### config.mk
export PLATFORM = sky130hd
export DESIGN_NAME = edge_capture_unit
export DESIGN_NICKNAME = d
export VERILOG_FILES = /design/src/rtl/ecu_pkg.sv /design/src/rtl/ecu_sync.sv /design/src/rtl/ecu_edge_det.sv /design/src/rtl/ecu_capture_ctrl.sv /design/src/rtl/edge_capture_unit.sv
export SDC_FILE = /design/constraint.sdc
export NUM_CORES = 1
export LEC_CHECK = 0
export CAP_MARGIN = 20
export CORE_ASPECT_RATIO = 1.4
export CORE_MARGIN = 2
export CORE_UTILIZATION = 48
export DETAILED_ROUTE_END_ITERATION = 7
export PLACE_DENSITY = 0.85
export RECOVER_POWER = 100
export SLEW_MARGIN = 10
export SYNTH_ARGS = -nofsm -noshare
export SYNTH_HDL_FRONTEND = slang
export SYNTH_SLANG_ARGS = --single-unit
### constraint.sdc
create_clock -name clk -period 4.7 [get_ports clk]
set_input_delay 0.47 -clock clk [delete_from_list [all_inputs] [get_ports clk]]
set_output_delay 0.47 -clock clk [all_outputs]
set_load 0.05 [all_outputs]
### src/rtl/ecu_pkg.sv
package ecu_pkg;
  typedef enum logic [1:0] {
    EDGE_NONE = 2'd0,
    EDGE_RISE = 2'd1,
    EDGE_FALL = 2'd2,
    EDGE_BOTH = 2'd3
  } edge_sel_e;
endpackage

### src/rtl/ecu_sync.sv
module ecu_sync #(
  parameter int STAGES = 2
) (
  input  logic clk,
  input  logic rst_n,
  input  logic d,
  output logic q
);
  logic [STAGES-1:0] sr_q;
  logic [STAGES-1:0] sr_d;

  always_comb sr_d = {sr_q[STAGES-2:0], d};

  always_ff @(posedge clk or negedge rst_n) begin
    if (!rst_n) sr_q <= '0;
    else        sr_q <= sr_d;
  end

  assign q = sr_q[STAGES-1];
endmodule

### src/rtl/ecu_edge_det.sv
module ecu_edge_det
  import ecu_pkg::*;
(
  input  logic      clk,
  input  logic      rst_n,
  input  logic      lvl,
  input  edge_sel_e sel,
  input  logic      arm,
  output logic      hit
);
  logic prev_q;
  logic rise, fall, raw;

  // Previous sample always follows the level; on re-arm it therefore
  // reloads the present level, so no stale edge survives.
  always_ff @(posedge clk or negedge rst_n) begin
    if (!rst_n) prev_q <= 1'b0;
    else        prev_q <= lvl;
  end

  always_comb begin
    rise = lvl & ~prev_q;
    fall = ~lvl & prev_q;
    unique case (sel)
      EDGE_RISE: raw = rise;
      EDGE_FALL: raw = fall;
      EDGE_BOTH: raw = rise | fall;
      default:   raw = 1'b0;
    endcase
    hit = raw & ~arm;
  end

  assert_idle_sel_R2: assert property (@(posedge clk) disable iff (!rst_n)
    (sel == EDGE_NONE) |-> !hit);
  assert_arm_masks_R11: assert property (@(posedge clk) disable iff (!rst_n)
    arm |-> !hit);
  assert_rise_level_R3: assert property (@(posedge clk) disable iff (!rst_n)
    (sel == EDGE_RISE && hit) |=> prev_q);
  assert_fall_level_R4: assert property (@(posedge clk) disable iff (!rst_n)
    (sel == EDGE_FALL && hit) |=> !prev_q);
endmodule

### src/rtl/ecu_capture_ctrl.sv
module ecu_capture_ctrl #(
  parameter int CNT_W = 32
) (
  input  logic             clk,
  input  logic             rst_n,
  input  logic             hit,
  input  logic             pair_mode,
  input  logic             flag_clr,
  input  logic             arm,
  input  logic [CNT_W-1:0] count,
  output logic [CNT_W-1:0] cap1,
  output logic [CNT_W-1:0] cap2,
  output logic             flag
);
  logic [CNT_W-1:0] cap1_q, cap2_q;
  logic flag_q, flag_d;
  logic first_q, first_d;
  logic cap1_en, cap2_en, accept;

  always_comb begin
    accept  = hit & (~flag_q | flag_clr);
    flag_d  = flag_q;
    first_d = first_q;
    cap1_en = 1'b0;
    cap2_en = 1'b0;
    if (arm) begin
      flag_d  = 1'b0;
      first_d = 1'b0;
    end else begin
      if (flag_clr) flag_d = 1'b0;
      if (accept) begin
        if (!pair_mode) begin
          cap1_en = 1'b1;
          flag_d  = 1'b1;
          first_d = 1'b0;
        end else if (!first_q) begin
          cap1_en = 1'b1;
          first_d = 1'b1;
        end else begin
          cap2_en = 1'b1;
          flag_d  = 1'b1;
          first_d = 1'b0;
        end
      end
    end
  end

  always_ff @(posedge clk or negedge rst_n) begin
    if (!rst_n) begin
      cap1_q  <= '0;
      cap2_q  <= '0;
      flag_q  <= 1'b0;
      first_q <= 1'b0;
    end else begin
      if (cap1_en) cap1_q <= count;
      if (cap2_en) cap2_q <= count;
      flag_q  <= flag_d;
      first_q <= first_d;
    end
  end

  assign cap1 = cap1_q;
  assign cap2 = cap2_q;
  assign flag = flag_q;

  assert_hold_caps_R8: assert property (@(posedge clk) disable iff (!rst_n)
    (flag_q && !flag_clr) |=> ($stable(cap1_q) && $stable(cap2_q)));
  assert_clear_drops_R9: assert property (@(posedge clk) disable iff (!rst_n)
    (flag_q && flag_clr && !hit) |=> !flag_q);
  assert_set_wins_R10: assert property (@(posedge clk) disable iff (!rst_n)
    (hit && flag_clr && !pair_mode && !arm) |=> flag_q);
  assert_first_no_flag_R7: assert property (@(posedge clk) disable iff (!rst_n)
    (hit && pair_mode && !first_q && !flag_q && !arm) |=> (!flag_q && first_q));
endmodule

### src/rtl/edge_capture_unit.sv
module edge_capture_unit
  import ecu_pkg::*;
#(
  parameter int CNT_W       = 32,
  parameter int SYNC_STAGES = 2
) (
  input  logic             clk,
  input  logic             rst_n,
  input  logic             evt_pin,
  input  logic [CNT_W-1:0] count_in,
  input  logic [1:0]       edge_sel,
  input  logic             pair_mode,
  input  logic             flag_clr,
  output logic [CNT_W-1:0] cap1_q,
  output logic [CNT_W-1:0] cap2_q,
  output logic             cap_flag
);
  localparam int RST_STAGES = 2;

  logic      rst_sync_n;
  logic      evt_s;
  logic      arm, hit;
  edge_sel_e sel, sel_prev_q;

  ecu_sync #(.STAGES(RST_STAGES)) u_rst_sync (
    .clk(clk), .rst_n(rst_n), .d(1'b1), .q(rst_sync_n)
  );

  ecu_sync #(.STAGES(SYNC_STAGES)) u_evt_sync (
    .clk(clk), .rst_n(rst_sync_n), .d(evt_pin), .q(evt_s)
  );

  assign sel = edge_sel_e'(edge_sel);

  always_ff @(posedge clk or negedge rst_sync_n) begin
    if (!rst_sync_n) sel_prev_q <= EDGE_NONE;
    else             sel_prev_q <= sel;
  end

  assign arm = (sel_prev_q == EDGE_NONE) && (sel != EDGE_NONE);

  ecu_edge_det u_edge (
    .clk(clk), .rst_n(rst_sync_n), .lvl(evt_s), .sel(sel), .arm(arm), .hit(hit)
  );

  ecu_capture_ctrl #(.CNT_W(CNT_W)) u_ctrl (
    .clk(clk), .rst_n(rst_sync_n), .hit(hit), .pair_mode(pair_mode),
    .flag_clr(flag_clr), .arm(arm), .count(count_in),
    .cap1(cap1_q), .cap2(cap2_q), .flag(cap_flag)
  );

  assert_rearm_clears_R11: assert property (@(posedge clk) disable iff (!rst_sync_n)
    arm |=> !cap_flag);
  assert_idle_keeps_flag_R2: assert property (@(posedge clk) disable iff (!rst_sync_n)
    (cap_flag && !flag_clr && sel == EDGE_NONE) |=> cap_flag);
endmodule

==> impl_results.md, run 1 <==
- Horizontal extent of the die: 69.4 um
- Leading post-synthesis cells by instance count: dfrtp_1, mux2_2, mux2_4, buf_6
- Minimum clock period: 2.94 ns
- Final count of pins violating max slew: 33
- Total area of multi-input combinational cells: 858 um^2
- Vias/cell: 4.97
- Effective utilization at floorplan: 0.494
- Number of instances resized during post-cts repair: 0
- Sequential cell area fraction in the yosys report: 0.635
- Buffer type at the clock tree root: clkbuf_8
- Number of inserted filler cells in the final layout: 434
- Cell types with the largest area share after synthesis: dfrtp_1, mux2_4, mux2_2, buf_6, ha_1
- FP Rows: 33
- Final number of hold-violating endpoints: 0
- Share of the cycle needed by the critical path after routing: 0.626
- Static Leak: 1.79 nW
- Average wire length per cell after detail routing: 16.3 um
- Routability Congestion: 0.727
- Ordered cell list for the critical path: dlygate4sd3_1 -> o21ai_0 -> a211o_1 -> clkbuf_1 -> mux2_2
- Dominant cell by count in the synthesized netlist: dfrtp_1
- Synth Warn #: 0
- Synth area leader: dfrtp_1
- Share of layout cells above drive strength 1: 0.194
- Worst-case headroom to the max-slew limit: -0.0156
- Global-route congestion overflow total: 0
- Detail Route Antenna Nets: 0
- Setup skew after layout: 0.00672 ns
- Synthesized netlist cell count: 164
- First-pass GRT wire length: 9600 um
- Kind of capture point of the worst setup path: flip-flop
- Number of port buffers: 103
- Vias after detailed routing: 1,734
- Final net count: 315
- Sequential cell area: 0.00183 mm^2
- Async S/R FF share, synth: 1.00
- Number of antenna violations at the first check in global routing: 0
- Total number of clock tree sinks: 73
- Post-synth net total: 205
- Areal power density over the cells: 739 mW/mm^2
- Ant. Diodes: 0
- EDFF count, synth: 0
- Synthesized area: 0.00288 mm^2
- Global Route Usage Sum: 0.189
- Area Growth Syn to Fin: 42.1%
- Maximum fanout count along the critical path: 17
- Placed cell count: 333
- Register clock-pin slew on the reported worst setup and hold paths: 0.07 ns
- Slowest stage cell on the critical path: clkbuf_1
- Post-CTS repair timing setup buffer count: 0
- Register bit total from synthesis: 73
- Timing-limited maximum frequency: 0.340 GHz
- Final standard cell utilization of the core: 0.702
- Critical Path Max Stage Delay: 0.72 ns
- Num CTS Buffers: 9
- Count of unresolved DRC violations after routing: 0
- Top flip-flop cell by instance count after synthesis: dfrtp_1
- Vias in the first global route: 1,889
- Hold-fix buffers at CTS: 0
- CTS max path bufs: 2
- Area share of the leading cell type in the synthesized netlist: 0.635
- Startpoint type of the worst setup path: input pin
- Actual slew at the worst max-slew pin: 1.52 ns
- Violations in the final reports: capacitance limit, slew limit
- Type of the tightest min-delay check: flip-flop to async pin
- Core region area: 0.00582 mm^2
- Clock tree from TritonCTS: built
- Non-Filler Instances: 349
- Post-DP HPWL: 4080 um
- Clock latency at the later pin of the worst-skew pair: 0.34 ns
- Endpoint arrival time on the critical path: 3.17 ns
- Initial DRC count: 64
- Count of maximum capacitance violations: 1
- First-pass DRT Iterations: 4
- Setup repair after global routing missed its margin: false
- Final setup viols: 0
- Die Span Y: 95.6 um
- Required time worst endpoint: 4.92 ns
- Worst setup path class: input pin to flip-flop
- Count of unique library cells instantiated by Yosys: 18
- Largest voltage drop on the vdd net: 457 uV
- Result of the run: finished, violations left
- Average size of a mapped cell: 17.5 um^2
- Total Neg Setup Slack: 0 ns
- Die footprint: 0.00663 mm^2
- H-Tree Level Count: 3
- Routed WL: 5710 um
- Pin count of the biggest net entering global routing: 59
- I/O pins: 104
## report_power, final
part	switching [mW]	internal, mW	total (mW)
clock	0.227	0.396	0.623
combinational	0.973	0.463	1.44
sequential	0.110	0.849	0.959
total	1.31	1.71	3.02
## kinds of logic after synthesis
group / after synthesis / synth area share
muxes: 65 / 0.293
buffers and inverters: 8 / 0.0261
and+or+nand+nor: 7 / 0.0161
AOI/OAI and AO/OA: 8 / 0.0191
DFF: 73 / 0.635
other: 1 / 0.00130
adders and majority gates: 2 / 0.00870
## layout make-up
cell class                      count  share of cell area
Clock buffer                       12              0.0404
Clock inverter                      4              0.0239
Inverter                            2             0.00184
Multi-Input combinational cell     83               0.210
Sequential cell                    73               0.447
Tap cell                           70              0.0214
Timing Repair Buffer              105               0.255
## routing by layer
metal / vias up / global-route usage / share of wire
met3: 11 / 0.0507 / 0.060
met5: - / 0 / 0
met1: 860 / 0.232 / 0.40
met2: 66 / 0.308 / 0.51
met4: 0 / 0.0980 / 0.022
li1: 797 / - / -
## final timing paths
kind / startpoint / to / slack [ns] / depth (start not counted)
setup / recovery: edge_sel[0] / u_ctrl.cap2[25] / 1.76 / 5
hold reg to reg: u_rst_sync.sr_q[1] / u_evt_sync.sr_q[0] / 0.23 / 0
hold / removal: u_rst_sync.sr_q[1] / u_evt_sync.sr_q[0] / 0.23 / 0
setup reg to reg: u_evt_sync.sr_q[1] / u_ctrl.cap2[25] / 1.89 / 6
min in group clk: u_evt_sync.sr_q[0] / u_evt_sync.sr_q[1] / 0.36 / 0
max in group asynchronous: u_rst_sync.sr_q[1] / u_ctrl.cap2[25] / 3.33 / 1
## flip-flops by register name, indices dropped and copies added, names as in the netlist
| name | flops |
|---|---|
| u_ctrl.cap2 | 32 |
| u_ctrl.flag | 1 |
| u_ctrl.cap1 | 32 |
| u_evt_sync.sr_q | 2 |
| sel_prev_q | 2 |
| u_rst_sync.sr_q | 2 |
| u_edge.prev_q | 1 |
| u_ctrl.first_q | 1 |
## layout by cell type, fill, tap and decap left out, types with 3 or more instances in the layout
master,netlist,final
o21ai_0,3,3
nand2_1,3,3
mux2_2,34,34
bufinv_16,0,3
clkbuf_8,0,12
dfrtp_1,73,73
clkdlybuf4s50_1,0,34
dlygate4sd3_1,0,69
mux2_1,0,29
## through the flow
stage          hold WS, ns  area [um^2]  setup WS [ns]  total power [mW]
3_5_place_dp         0.159         3940           1.88              2.58
4_1_cts              0.166         4210           2.22              3.21
2_1_floorplan        0.174         2880           2.52              2.03
3_3_place_gp         0.155         3940           1.95              2.55
5_1_grt              0.288         4090           1.59              3.14
6_report             0.233         4090           1.76              3.02
## worst max-delay path, delay by kind of cell
| kind | cells | cell delay, ns |
|---|---|---|
| compound gates | 2 | 0.96 |
| buf+inv | 2 | 1.31 |
| mux | 1 | 0.41 |
Power figures use the tool's default switching activity.
==> run 2: changes to the inputs <==
--- a/config.mk
+++ b/config.mk
@@ -8,9 +8,9 @@
 export CAP_MARGIN = 20
 export CORE_ASPECT_RATIO = 1.4
 export CORE_MARGIN = 2
-export CORE_UTILIZATION = 48
+export CORE_UTILIZATION = 40
 export DETAILED_ROUTE_END_ITERATION = 7
-export PLACE_DENSITY = 0.85
+export PLACE_DENSITY = 0.76
 export RECOVER_POWER = 100
 export SLEW_MARGIN = 10
 export SYNTH_ARGS = -nofsm -noshare
==> constraint.sdc (replaced) <==
create_clock -name clk -period 2.55 [get_ports clk]
set_input_delay 0.255 -clock clk [delete_from_list [all_inputs] [get_ports clk]]
set_output_delay 0.255 -clock clk [all_outputs]
set_load 0.05 [all_outputs]
==> run 2 against run 1 <==
Against the previous run: the run now ends clean; sequential cell count unchanged; utilization down 12 points; clock power grew 17%; sequential power rose by 85%; routed wire length shrank 2.5%; clock skew is 0.0025 ns lower; largest power group unchanged.
==> impl_results.md, run 2 (synthesis results as in run 1) <==
- Result of the run: finished, final reports clean
- Effective utilization at floorplan: 0.412
- Worst setup path class: flip-flop to flip-flop
- Share of the cycle needed by the critical path after routing: 0.812
- Total Neg Setup Slack: 0 ns
- Vias in the first global route: 1,903
- Timing-limited maximum frequency: 0.483 GHz
- Post-DP HPWL: 4120 um
- Endpoint arrival time on the critical path: 2.29 ns
- Area Growth Syn to Fin: 40.7%
- Required time worst endpoint: 2.77 ns
- Type of the tightest min-delay check: input pin to async pin
- Ant. Diodes: 0
- FP Rows: 36
- Number of port buffers: 103
- Total design power: 5.15 mW
- Die footprint: 0.00789 mm^2
- Initial DRC count: 45
- Post-CTS repair timing setup buffer count: 0
- Share of layout cells above drive strength 1: 0.192
- First-pass GRT wire length: 9120 um
- Hold-fix buffers at CTS: 0
- Routed WL: 5560 um
- Detail Route Antenna Nets: 0
- CTS max path bufs: 2
- Final setup viols: 0
- Buffer type at the clock tree root: clkbuf_8
- Kind of capture point of the worst setup path: flip-flop
- Static Leak: 1.76 nW
- Commonest non-fill, non-tap cell in the layout: dfrtp_1
- Register clock-pin slew on the reported worst setup and hold paths: 0.07 ns
- Minimum clock period: 2.07 ns
- Actual slew at the worst max-slew pin: 1.33 ns
- DP Worst Slack: 0.302 ns
- Non-Filler Instances: 376
- Final net count: 317
- Setup repair after global routing missed its margin: false
- Number of antenna violations at the first check in global routing: 0
- Commonest cells after routing, fill and taps aside: dfrtp_1, dlygate4sd3_1, mux2_2, clkdlybuf4s50_1, mux2_1
- Routability Congestion: 0.669
- Setup WS post-layout: 0.480 ns
- Vias/cell: 4.63
- Maximum fanout count along the critical path: 16
- Worst-case headroom to the max-slew limit: 0.110
- Total number of clock tree sinks: 73
- Setup skew after layout: 0.00417 ns
- Startpoint type of the worst setup path: flip-flop
- Count of unresolved DRC violations after routing: 0
- Final count of pins violating max slew: 0
- H-Tree Level Count: 3
- Number of instances resized during post-cts repair: 0
- Die Span Y: 104 um
- I/O pins: 104
- Count of maximum capacitance violations: 0
- Clock tree from TritonCTS: built
- Global-route congestion overflow total: 0
- Number of inserted filler cells in the final layout: 599
- Core region area: 0.00698 mm^2
- Clock latency at the later pin of the worst-skew pair: 0.34 ns
- Final number of hold-violating endpoints: 0
- Pin count of the biggest net entering global routing: 40
- Global Route Usage Sum: 0.155
- Horizontal extent of the die: 75.7 um
- Areal power density over the cells: 1270 mW/mm^2
- Average wire length per cell after detail routing: 14.8 um
- Largest voltage drop on the vdd net: 670 uV
- Placed cell count: 360
- Vias after detailed routing: 1,740
- First-pass DRT Iterations: 4
- Num CTS Buffers: 9
[run 2: final timing paths]
kind	from	to	slack, ns	depth (start not counted)
min in group clk	u_rst_sync.sr_q[0]	u_rst_sync.sr_q[1]	0.36	0
setup reg to reg	u_edge.prev_q	u_ctrl.cap2[24]	0.48	7
max in group asynchronous	u_rst_sync.sr_q[1]	u_ctrl.cap2[20]	1.16	1
setup / recovery	u_edge.prev_q	u_ctrl.cap2[24]	0.48	7
hold reg to reg	u_rst_sync.sr_q[0]	u_rst_sync.sr_q[1]	0.36	0
hold / removal	rst_n	u_rst_sync.sr_q[0]	0.15	1
[run 2: per-stage QoR]
stage | instance area, um^2 | utilization | hold slack, ns
3_5_place_dp | 4010 | 0.575 | 0.341
4_1_cts | 4170 | 0.597 | 0.0504
6_report | 4050 | 0.579 | 0.146
3_3_place_gp | 4010 | 0.575 | 0.337
2_1_floorplan | 2880 | - | -0.0406
5_1_grt | 4050 | 0.579 | 0.126
[run 2: final cells by class]
type	instances	area, um^2	area share
Multi-Input combinational cell	83	856	0.212
Clock inverter	4	20.0	0.00495
Inverter	2	7.51	0.00186
Timing Repair Buffer	107	1080	0.267
Tap cell	95	119	0.0294
Sequential cell	73	1830	0.452
Clock buffer	12	135	0.0334
[run 2: per-layer routing]
layer | wire length [um] | vias to the layer above | track usage
met4 | 95 | 0 | 0.0727
met5 | 0 | - | 0
met1 | 2170 | 859 | 0.175
met2 | 2890 | 69 | 0.250
li1 | - | 802 | -
met3 | 402 | 10 | 0.0610
[run 2: power by group]
part | internal [mW] | switching, mW
Clock | 0.347 | 0.381
Combinational | 0.858 | 1.79
Sequential | 1.57 | 0.202
Total | 2.77 | 2.37
[run 2: critical path, stage by stage (launching register included)]
cell      delay, ns
dfrtp_1        0.39
inv_1          0.06
ha_1           0.14
a21oi_1        0.06
or3_1          0.36
a211o_1        0.27
clkbuf_2       0.30
mux2_2         0.36
